File: src/rtl/oc_pkg.sv
package oc_pkg;
  typedef enum logic [3:0] {
    OC_HOLD    = 4'd0,
    OC_SET     = 4'd1,
    OC_CLR     = 4'd2,
    OC_TOG     = 4'd3,
    OC_FORCE0  = 4'd4,
    OC_FORCE1  = 4'd5,
    OC_PWMA    = 4'd6,
    OC_PWMB    = 4'd7,
    OC_OPA     = 4'd8,
    OC_OPB     = 4'd9,
    OC_COMBA   = 4'd10,
    OC_COMBB   = 4'd11,
    OC_ASYMA   = 4'd12,
    OC_ASYMB   = 4'd13,
    OC_RSV14   = 4'd14,
    OC_RSV15   = 4'd15
  } oc_mode_e;

  localparam int unsigned MODE_W = 4;
  localparam int unsigned N_CH   = 2;

  // 1 when the mode uses the "A" (below-compare active) PWM polarity family
  function automatic logic is_pwm_a(oc_mode_e m);
    return (m == OC_PWMA) || (m == OC_COMBA) || (m == OC_ASYMA);
  endfunction

  function automatic logic is_pwm_b(oc_mode_e m);
    return (m == OC_PWMB) || (m == OC_COMBB) || (m == OC_ASYMB);
  endfunction
endpackage

File: src/rtl/oc_window.sv
module oc_window (
  input  logic clk_i,
  input  logic rst_ni,
  input  logic trig_i,
  input  logic upd_i,
  output logic open_nxt_o,
  output logic open_o
);
  logic open_q;

  // trigger has priority over update: a same-cycle pair restarts the window
  assign open_nxt_o = trig_i | (open_q & ~upd_i);

  always_ff @(posedge clk_i or negedge rst_ni) begin
    if (!rst_ni) open_q <= 1'b0;
    else         open_q <= open_nxt_o;
  end
  assign open_o = open_q;

  assert_trig_opens_R9: assert property (@(posedge clk_i) disable iff (!rst_ni)
    trig_i |=> open_o);
  assert_upd_closes_R7: assert property (@(posedge clk_i) disable iff (!rst_ni)
    (upd_i && !trig_i) |=> !open_o);
  assert_idle_holds_R7: assert property (@(posedge clk_i) disable iff (!rst_ni)
    (!trig_i && !upd_i) |=> open_o == $past(open_o));
endmodule

File: src/rtl/oc_channel.sv
module oc_channel
  import oc_pkg::*;
#(
  parameter int unsigned CNT_W = 16
) (
  input  logic             clk_i,
  input  logic             rst_ni,
  input  logic [CNT_W-1:0] cnt_i,
  input  logic [CNT_W-1:0] cmp_i,
  input  logic [MODE_W-1:0] mode_i,
  input  logic             dir_down_i,
  input  logic             upd_i,
  input  logic             trig_i,
  output logic             ref_nxt_o,
  output logic             ref_o
);
  oc_mode_e mode;
  logic     ref_q;
  logic     hit;
  logic     below;
  logic     win_nxt;
  logic     win_q;

  assign mode  = oc_mode_e'(mode_i);
  assign hit   = (cnt_i == cmp_i);
  assign below = (cnt_i < cmp_i);

  oc_window u_win (
    .clk_i      (clk_i),
    .rst_ni     (rst_ni),
    .trig_i     (trig_i),
    .upd_i      (upd_i),
    .open_nxt_o (win_nxt),
    .open_o     (win_q)
  );

  always_comb begin
    ref_nxt_o = ref_q;
    if (is_pwm_a(mode)) ref_nxt_o = below;
    else if (is_pwm_b(mode)) ref_nxt_o = ~below;
    else begin
      unique case (mode)
        OC_SET:    if (hit) ref_nxt_o = 1'b1;
        OC_CLR:    if (hit) ref_nxt_o = 1'b0;
        OC_TOG:    if (hit) ref_nxt_o = ~ref_q;
        OC_FORCE0: ref_nxt_o = 1'b0;
        OC_FORCE1: ref_nxt_o = 1'b1;
        OC_OPA:    ref_nxt_o = win_nxt ? below  : ~dir_down_i;
        OC_OPB:    ref_nxt_o = win_nxt ? ~below : dir_down_i;
        default:   ref_nxt_o = ref_q;
      endcase
    end
  end

  always_ff @(posedge clk_i or negedge rst_ni) begin
    if (!rst_ni) ref_q <= 1'b0;
    else         ref_q <= ref_nxt_o;
  end
  assign ref_o = ref_q;

  assert_hold_R2: assert property (@(posedge clk_i) disable iff (!rst_ni)
    (mode_i == 4'd0 || mode_i >= 4'd14) |=> ref_o == $past(ref_o));
  assert_toggle_R4: assert property (@(posedge clk_i) disable iff (!rst_ni)
    (mode_i == 4'd3 && cnt_i == cmp_i) |=> ref_o != $past(ref_o));
  assert_force1_R5: assert property (@(posedge clk_i) disable iff (!rst_ni)
    (mode_i == 4'd5) |=> ref_o);
  assert_force0_R5: assert property (@(posedge clk_i) disable iff (!rst_ni)
    (mode_i == 4'd4) |=> !ref_o);
  assert_pwma_R6: assert property (@(posedge clk_i) disable iff (!rst_ni)
    (mode_i == 4'd6) |=> ref_o == $past(cnt_i < cmp_i));
  assert_opa_idle_R7: assert property (@(posedge clk_i) disable iff (!rst_ni)
    (mode_i == 4'd8 && !win_q && !trig_i) |=> ref_o == !$past(dir_down_i));
endmodule

File: src/rtl/oc_combiner.sv
module oc_combiner
  import oc_pkg::*;
(
  input  logic              clk_i,
  input  logic              rst_ni,
  input  logic [MODE_W-1:0] mode_i,
  input  logic              dir_down_i,
  input  logic              ref1_nxt_i,
  input  logic              ref2_nxt_i,
  input  logic              ref1_i,
  input  logic              ref2_i,
  output logic              comb_o
);
  oc_mode_e mode;
  logic     comb_nxt;
  logic     comb_q;

  assign mode = oc_mode_e'(mode_i);

  always_comb begin
    unique case (mode)
      OC_COMBA:          comb_nxt = ref1_nxt_i | ref2_nxt_i;
      OC_COMBB:          comb_nxt = ref1_nxt_i & ref2_nxt_i;
      OC_ASYMA, OC_ASYMB: comb_nxt = dir_down_i ? ref2_nxt_i : ref1_nxt_i;
      default:           comb_nxt = ref1_nxt_i;
    endcase
  end

  // registered alongside the channel references so all three outputs align
  always_ff @(posedge clk_i or negedge rst_ni) begin
    if (!rst_ni) comb_q <= 1'b0;
    else         comb_q <= comb_nxt;
  end
  assign comb_o = comb_q;

  assert_comb_or_R10: assert property (@(posedge clk_i) disable iff (!rst_ni)
    (mode_i == 4'd10) |=> comb_o == (ref1_i | ref2_i));
  assert_comb_and_R10: assert property (@(posedge clk_i) disable iff (!rst_ni)
    (mode_i == 4'd11) |=> comb_o == (ref1_i & ref2_i));
  assert_asym_R11: assert property (@(posedge clk_i) disable iff (!rst_ni)
    (mode_i == 4'd12 || mode_i == 4'd13) |=> comb_o == ($past(dir_down_i) ? ref2_i : ref1_i));
  assert_plain_R12: assert property (@(posedge clk_i) disable iff (!rst_ni)
    (mode_i < 4'd10 || mode_i > 4'd13) |=> comb_o == ref1_i);
endmodule

File: src/rtl/oc_unit.sv
module oc_unit
  import oc_pkg::*;
#(
  parameter int unsigned CNT_W = 16
) (
  input  logic             clk_i,
  input  logic             rst_ni,
  input  logic [CNT_W-1:0] cnt_i,
  input  logic             dir_down_i,
  input  logic             upd_i,
  input  logic             trig_i,
  input  logic [CNT_W-1:0] cmp1_i,
  input  logic [CNT_W-1:0] cmp2_i,
  input  logic [3:0]       mode1_i,
  input  logic [3:0]       mode2_i,
  output logic             ref1_o,
  output logic             ref2_o,
  output logic             comb_o
);
  logic [CNT_W-1:0]  cmp  [N_CH];
  logic [MODE_W-1:0] mode [N_CH];
  logic [N_CH-1:0]   ref_nxt;
  logic [N_CH-1:0]   ref_q;

  assign cmp[0]  = cmp1_i;
  assign cmp[1]  = cmp2_i;
  assign mode[0] = mode1_i;
  assign mode[1] = mode2_i;

  for (genvar g = 0; g < N_CH; g++) begin : g_ch
    oc_channel #(.CNT_W(CNT_W)) u_ch (
      .clk_i      (clk_i),
      .rst_ni     (rst_ni),
      .cnt_i      (cnt_i),
      .cmp_i      (cmp[g]),
      .mode_i     (mode[g]),
      .dir_down_i (dir_down_i),
      .upd_i      (upd_i),
      .trig_i     (trig_i),
      .ref_nxt_o  (ref_nxt[g]),
      .ref_o      (ref_q[g])
    );
  end

  oc_combiner u_comb (
    .clk_i      (clk_i),
    .rst_ni     (rst_ni),
    .mode_i     (mode1_i),
    .dir_down_i (dir_down_i),
    .ref1_nxt_i (ref_nxt[0]),
    .ref2_nxt_i (ref_nxt[1]),
    .ref1_i     (ref_q[0]),
    .ref2_i     (ref_q[1]),
    .comb_o     (comb_o)
  );

  assign ref1_o = ref_q[0];
  assign ref2_o = ref_q[1];

  assert_reset_R1: assert property (@(posedge clk_i)
    !rst_ni |-> (!ref1_o && !ref2_o && !comb_o));
endmodule

File: config.mk
export PLATFORM = sky130hd
export DESIGN_NAME = oc_unit
export DESIGN_NICKNAME = d
export VERILOG_FILES = /design/src/rtl/oc_pkg.sv /design/src/rtl/oc_window.sv /design/src/rtl/oc_channel.sv /design/src/rtl/oc_combiner.sv /design/src/rtl/oc_unit.sv
export SDC_FILE = /design/constraint.sdc
export NUM_CORES = 1
export LEC_CHECK = 0
export BUFFER_PORTS_ARGS = -buffer_cell sky130_fd_sc_hd__buf_2
export CAP_MARGIN = 30
export CORE_MARGIN = 10
export CORE_UTILIZATION = 35
export CTS_CLUSTER_DIAMETER = 80
export CTS_CLUSTER_SIZE = 8
export DETAILED_ROUTE_END_ITERATION = 7
export PLACE_DENSITY = 0.72
export SETUP_SLACK_MARGIN = 0.1
export SLEW_MARGIN = 20
export SYNTH_ARGS = -nofsm -noshare
export SYNTH_HDL_FRONTEND = slang
export SYNTH_SLANG_ARGS = --single-unit
File: constraint.sdc
create_clock -name clk_i -period 5.6 [get_ports clk_i]
set_clock_uncertainty 0.05 [all_clocks]
set_input_delay 0.84 -clock clk_i [delete_from_list [all_inputs] [get_ports clk_i]]
set_output_delay 0.84 -clock clk_i [all_outputs]
set_load 0.02 [all_outputs]
==> impl_metrics.py <==
metrics = {
    "worst_setup_path": {
        "cp_slowest_cell": "nor4_4",
        "cp_max_fo": 4,
        "cp_num_buf_inv": 1,
        "required_ps": 5690,
        "path_cells": "buf_2 -> ha_1 -> nand4_2 -> nor4_4 -> nand2_1 -> ha_1 -> mux2i_1 -> a21oi_1 -> o21ai_0 -> mux2_2 -> a31oi_4 -> o22ai_2 -> a211oi_2",
        "crit_top_cell": "ha_1",
        "critPathKind": "input port to flip-flop",
        "end_kind": "flip-flop",
        "arrival_ps": 3320,
        "max_stage_delay_ps": 330,
        "crit_family": "compound AO/OA/AOI/OAI gates",
        "cp-start-kind": "input port",
    },
    "sta": {
        "maxSlewHeadroom_pct": 69.91,
        "fin_ws_ps": 2364,
        "tns_ps": 0,
        "fin_crit_ps": 3236,
        "setup_viol": 0,
        "finalHoldViolCount": 0,
        "worst_slew_pin_slew_ps": 450.5,
        "fin_crit_sh_pct": 57.78,
        "max_freq_ghz": 0.3090,
        "rsz0062_at_grt": "false",
        "slew_viol_final": 0,
    },
    "layout": {
        "post-route-util_pct": 46.15,
        "fillers": 423,
        "insertedDiodeCount": 0,
        "nNetsFinal": 352,
        "syn_to_final_growth_pct": 25.83,
        "stdcell_count": 304,
        "drive_gt1_share_pct": 30.31,
    },
    "power_and_ir_drop": {
        "comb_power_share_pct": 55.7,
        "ir_worst_vdd_mv": 0.06586,
        "p_sw_uw": 99.59,
        "power_density_nw_per_um2": 138.8,
        "clockPowerShare_pct": 25.8,
        "p_leak_nw": 1.023,
        "p_int_uw": 158.6,
        "switching_share_pct": 38.58,
        "seq_power_share_pct": 18.5,
    },
    "global_route": {
        "antenna_found_initial": 1,
        "track_usage_pct": 10.21,
        "grt_pass1_wl_um": 6534,
        "grt-ovfl-total": 0,
        "grt_pass1_vias": 1529,
        "grt_max_degree": 13,
    },
    "die": {
        "start_util_pct": 36.68,
        "boundaryPins": 64,
        "placementRows": 23,
        "die_w_um": 84.98,
        "die_h_um": 84.98,
        "core_um2": 4029,
        "die_area_um2": 7221,
    },
    "clock_network": {
        "cts-htree-levels": 1,
        "cts_setup_buffers": 0,
        "cts_inserted_buffers": 3,
        "cts_tree": "done",
        "cts_hold_buf": 0,
        "cts.clk_slew.worst_paths_ps": 40,
        "worst_skew_pair.late_latency_ps": 220,
        "post_cts_resized": 0,
        "clock-sinks": 5,
        "clock_path_buffers": 2,
        "cts_root_buf": "clkbuf_8",
    },
    "logic_synthesis": {
        "ys_top_cells_by_area": "ha_1, inv_1, dfrtp_1",
        "synth-xor-area-share_pct": 2.371,
        "synth-seq-cells": 5,
        "yosys.area_share.simple_pct": 17.36,
        "synth_common_cells": "inv_1, ha_1, a21oi_1, nand2_1, nor2_1",
        "seq_area_frac_synth_pct": 8.467,
        "synth_compound_area_share_pct": 26.08,
        "synthAdderAreaFrac_pct": 30.48,
        "synth.avg_cell_area_um2": 7.578,
        "yosysTopAreaCellShare_pct": 30.48,
        "yosysUniqueCellTypes": 45,
        "synth-async-reset-ratio_pct": 100.0,
        "synthMuxAreaShare_pct": 2.794,
        "yosysMostFrequentCell": "inv_1",
        "yosys.area.top_type": "ha_1",
        "netlist_area_um2": 1478,
        "synth_edf_count": 0,
        "synth_fp_nets": 292,
        "synth_top_family_by_area": "adder cells",
        "yosys_warnings": 0,
        "synthCells": 195,
        "synth_ff_type": "dfrtp_1",
    },
    "detailed_routing": {
        "routed_wl_um": 3748,
        "drc": 0,
        "ant_nets": 0,
        "num_vias": 1484,
        "wl_per_cell_um": 12.33,
        "viasPerCell": 4.882,
        "drt_first_iter_violations": 27,
        "drtPass1Iterations": 4,
    },
    "placement": {
        "post-dp-hpwl_um": 3450,
        "place_inst": 300,
        "dp_slack_ps": 2124,
        "gp_congestion": 0.7430,
        "port_buffers": 63,
    },
    "run_status": {
        "status": "finished clean",
    },
    "job": {
        "maxCapViolCount": 0,
    },
    "hold_path": {
        "hold_path.class": "input port to async pin",
    },
}
## sequential cells by signal (all words and copies together), names as in the netlist
signal and cells:
g_ch.u_ch.ref_o 2, g_ch.u_ch.u_win.open_o 2, u_comb.comb_o 1
## power groups by stage
stage | logic, mW | registers (mW) | clock network, mW
2_1_floorplan | 0.0938 | 0.0533 | 0
3_3_place_gp | 0.142 | 0.0480 | 0
3_5_place_dp | 0.145 | 0.0480 | 0
4_1_cts | 0.146 | 0.0476 | 0.0682
5_1_grt | 0.167 | 0.0485 | 0.0720
6_report | 0.144 | 0.0478 | 0.0665
## worst reg2reg max path: stages, from the launching register on
cell	delay, ps
dfrtp_1	410
inv_1	60
ha_1	270
mux2i_1	80
a21oi_1	170
o21ai_0	90
mux2_2	290
a31oi_4	200
o22ai_2	120
a211oi_2	210
## placed cells by master (no fill, tap or decap), types with 2 or more instances in the layout
cell       synthesis  final
a21oi_1           23     23
nand2b_1           2      2
buf_2              0     63
xnor2_1            3      3
nand4_1            3      3
o32ai_1            2      2
nand3_1            2      2
dfrtp_1            5      5
a31oi_1            2      2
ha_1              36     36
nor2_1             7      7
o2bb2ai_1          3      3
o21a_1             3      3
inv_1             38     38
nor3_1             4      4
nand4_2            2      2
a21o_1             3      3
mux2i_1            3      3
nor2b_1            2      2
nand2_1           13     13
nor4_1             2      2
clkbuf_8           0      3
o21ai_0            6      6
o21ai_1            3      3
## cell families after synthesis
kind of cell | Yosys count
buffers and inverters | 46
muxes | 4
adders and majority gates | 36
and+or+nand+nor | 44
DFF | 5
xor gates and xnor gates | 4
AOI/OAI and AO/OA | 56
## final timing paths
| check | start | slack [ps] | endpoint | cells past startpoint |
|---|---|---|---|---|
| max in group asynchronous | rst_ni | 4990 | g_ch[0].u_ch.ref_o | 1 |
| setup / recovery | cnt_i[14] | 2360 | u_comb.comb_o | 13 |
| hold reg to reg | g_ch[1].u_ch.u_win.open_o | 450 | g_ch[1].u_ch.u_win.open_o | 1 |
| min in group clk_i | g_ch[1].u_ch.u_win.open_o | 450 | g_ch[1].u_ch.u_win.open_o | 1 |
| hold / removal | rst_ni | 370 | g_ch[0].u_ch.u_win.open_o | 1 |
| setup reg to reg | g_ch[0].u_ch.ref_o | 3560 | u_comb.comb_o | 9 |
## stage by stage
step | area [um2] | hold slack (ps) | power, mW
final | 1859 | 374.8 | 0.2581
after global routing | 1859 | 373.9 | 0.2870
after CTS | 1859 | 373.4 | 0.2620
after detailed placement | 1814 | 452.6 | 0.1932
after global placement | 1814 | 450.3 | 0.1904
after floorplan | 1478 | 419.1 | 0.1471
## final cells by class
type | count | area [um2] | share of cell area [%]
clock buffers | 4 | 45.04 | 2.423
multi-input cells | 144 | 1169 | 62.85
flip-flops and latches | 5 | 125.1 | 6.729
inverters | 38 | 142.6 | 7.672
well taps | 50 | 62.56 | 3.365
repair buffers | 63 | 315.3 | 16.96
## metal layers
layer  up-vias  global-route usage (%)  routed length [um]
met5         -                       0                  13
met2        33                   17.64                1810
li1        807                       -                   -
met3         2                   3.537                 279
met4         2                   1.347                   1
met1       640                   12.07                1642
Note: power is estimated with default switching activity, not from simulation.
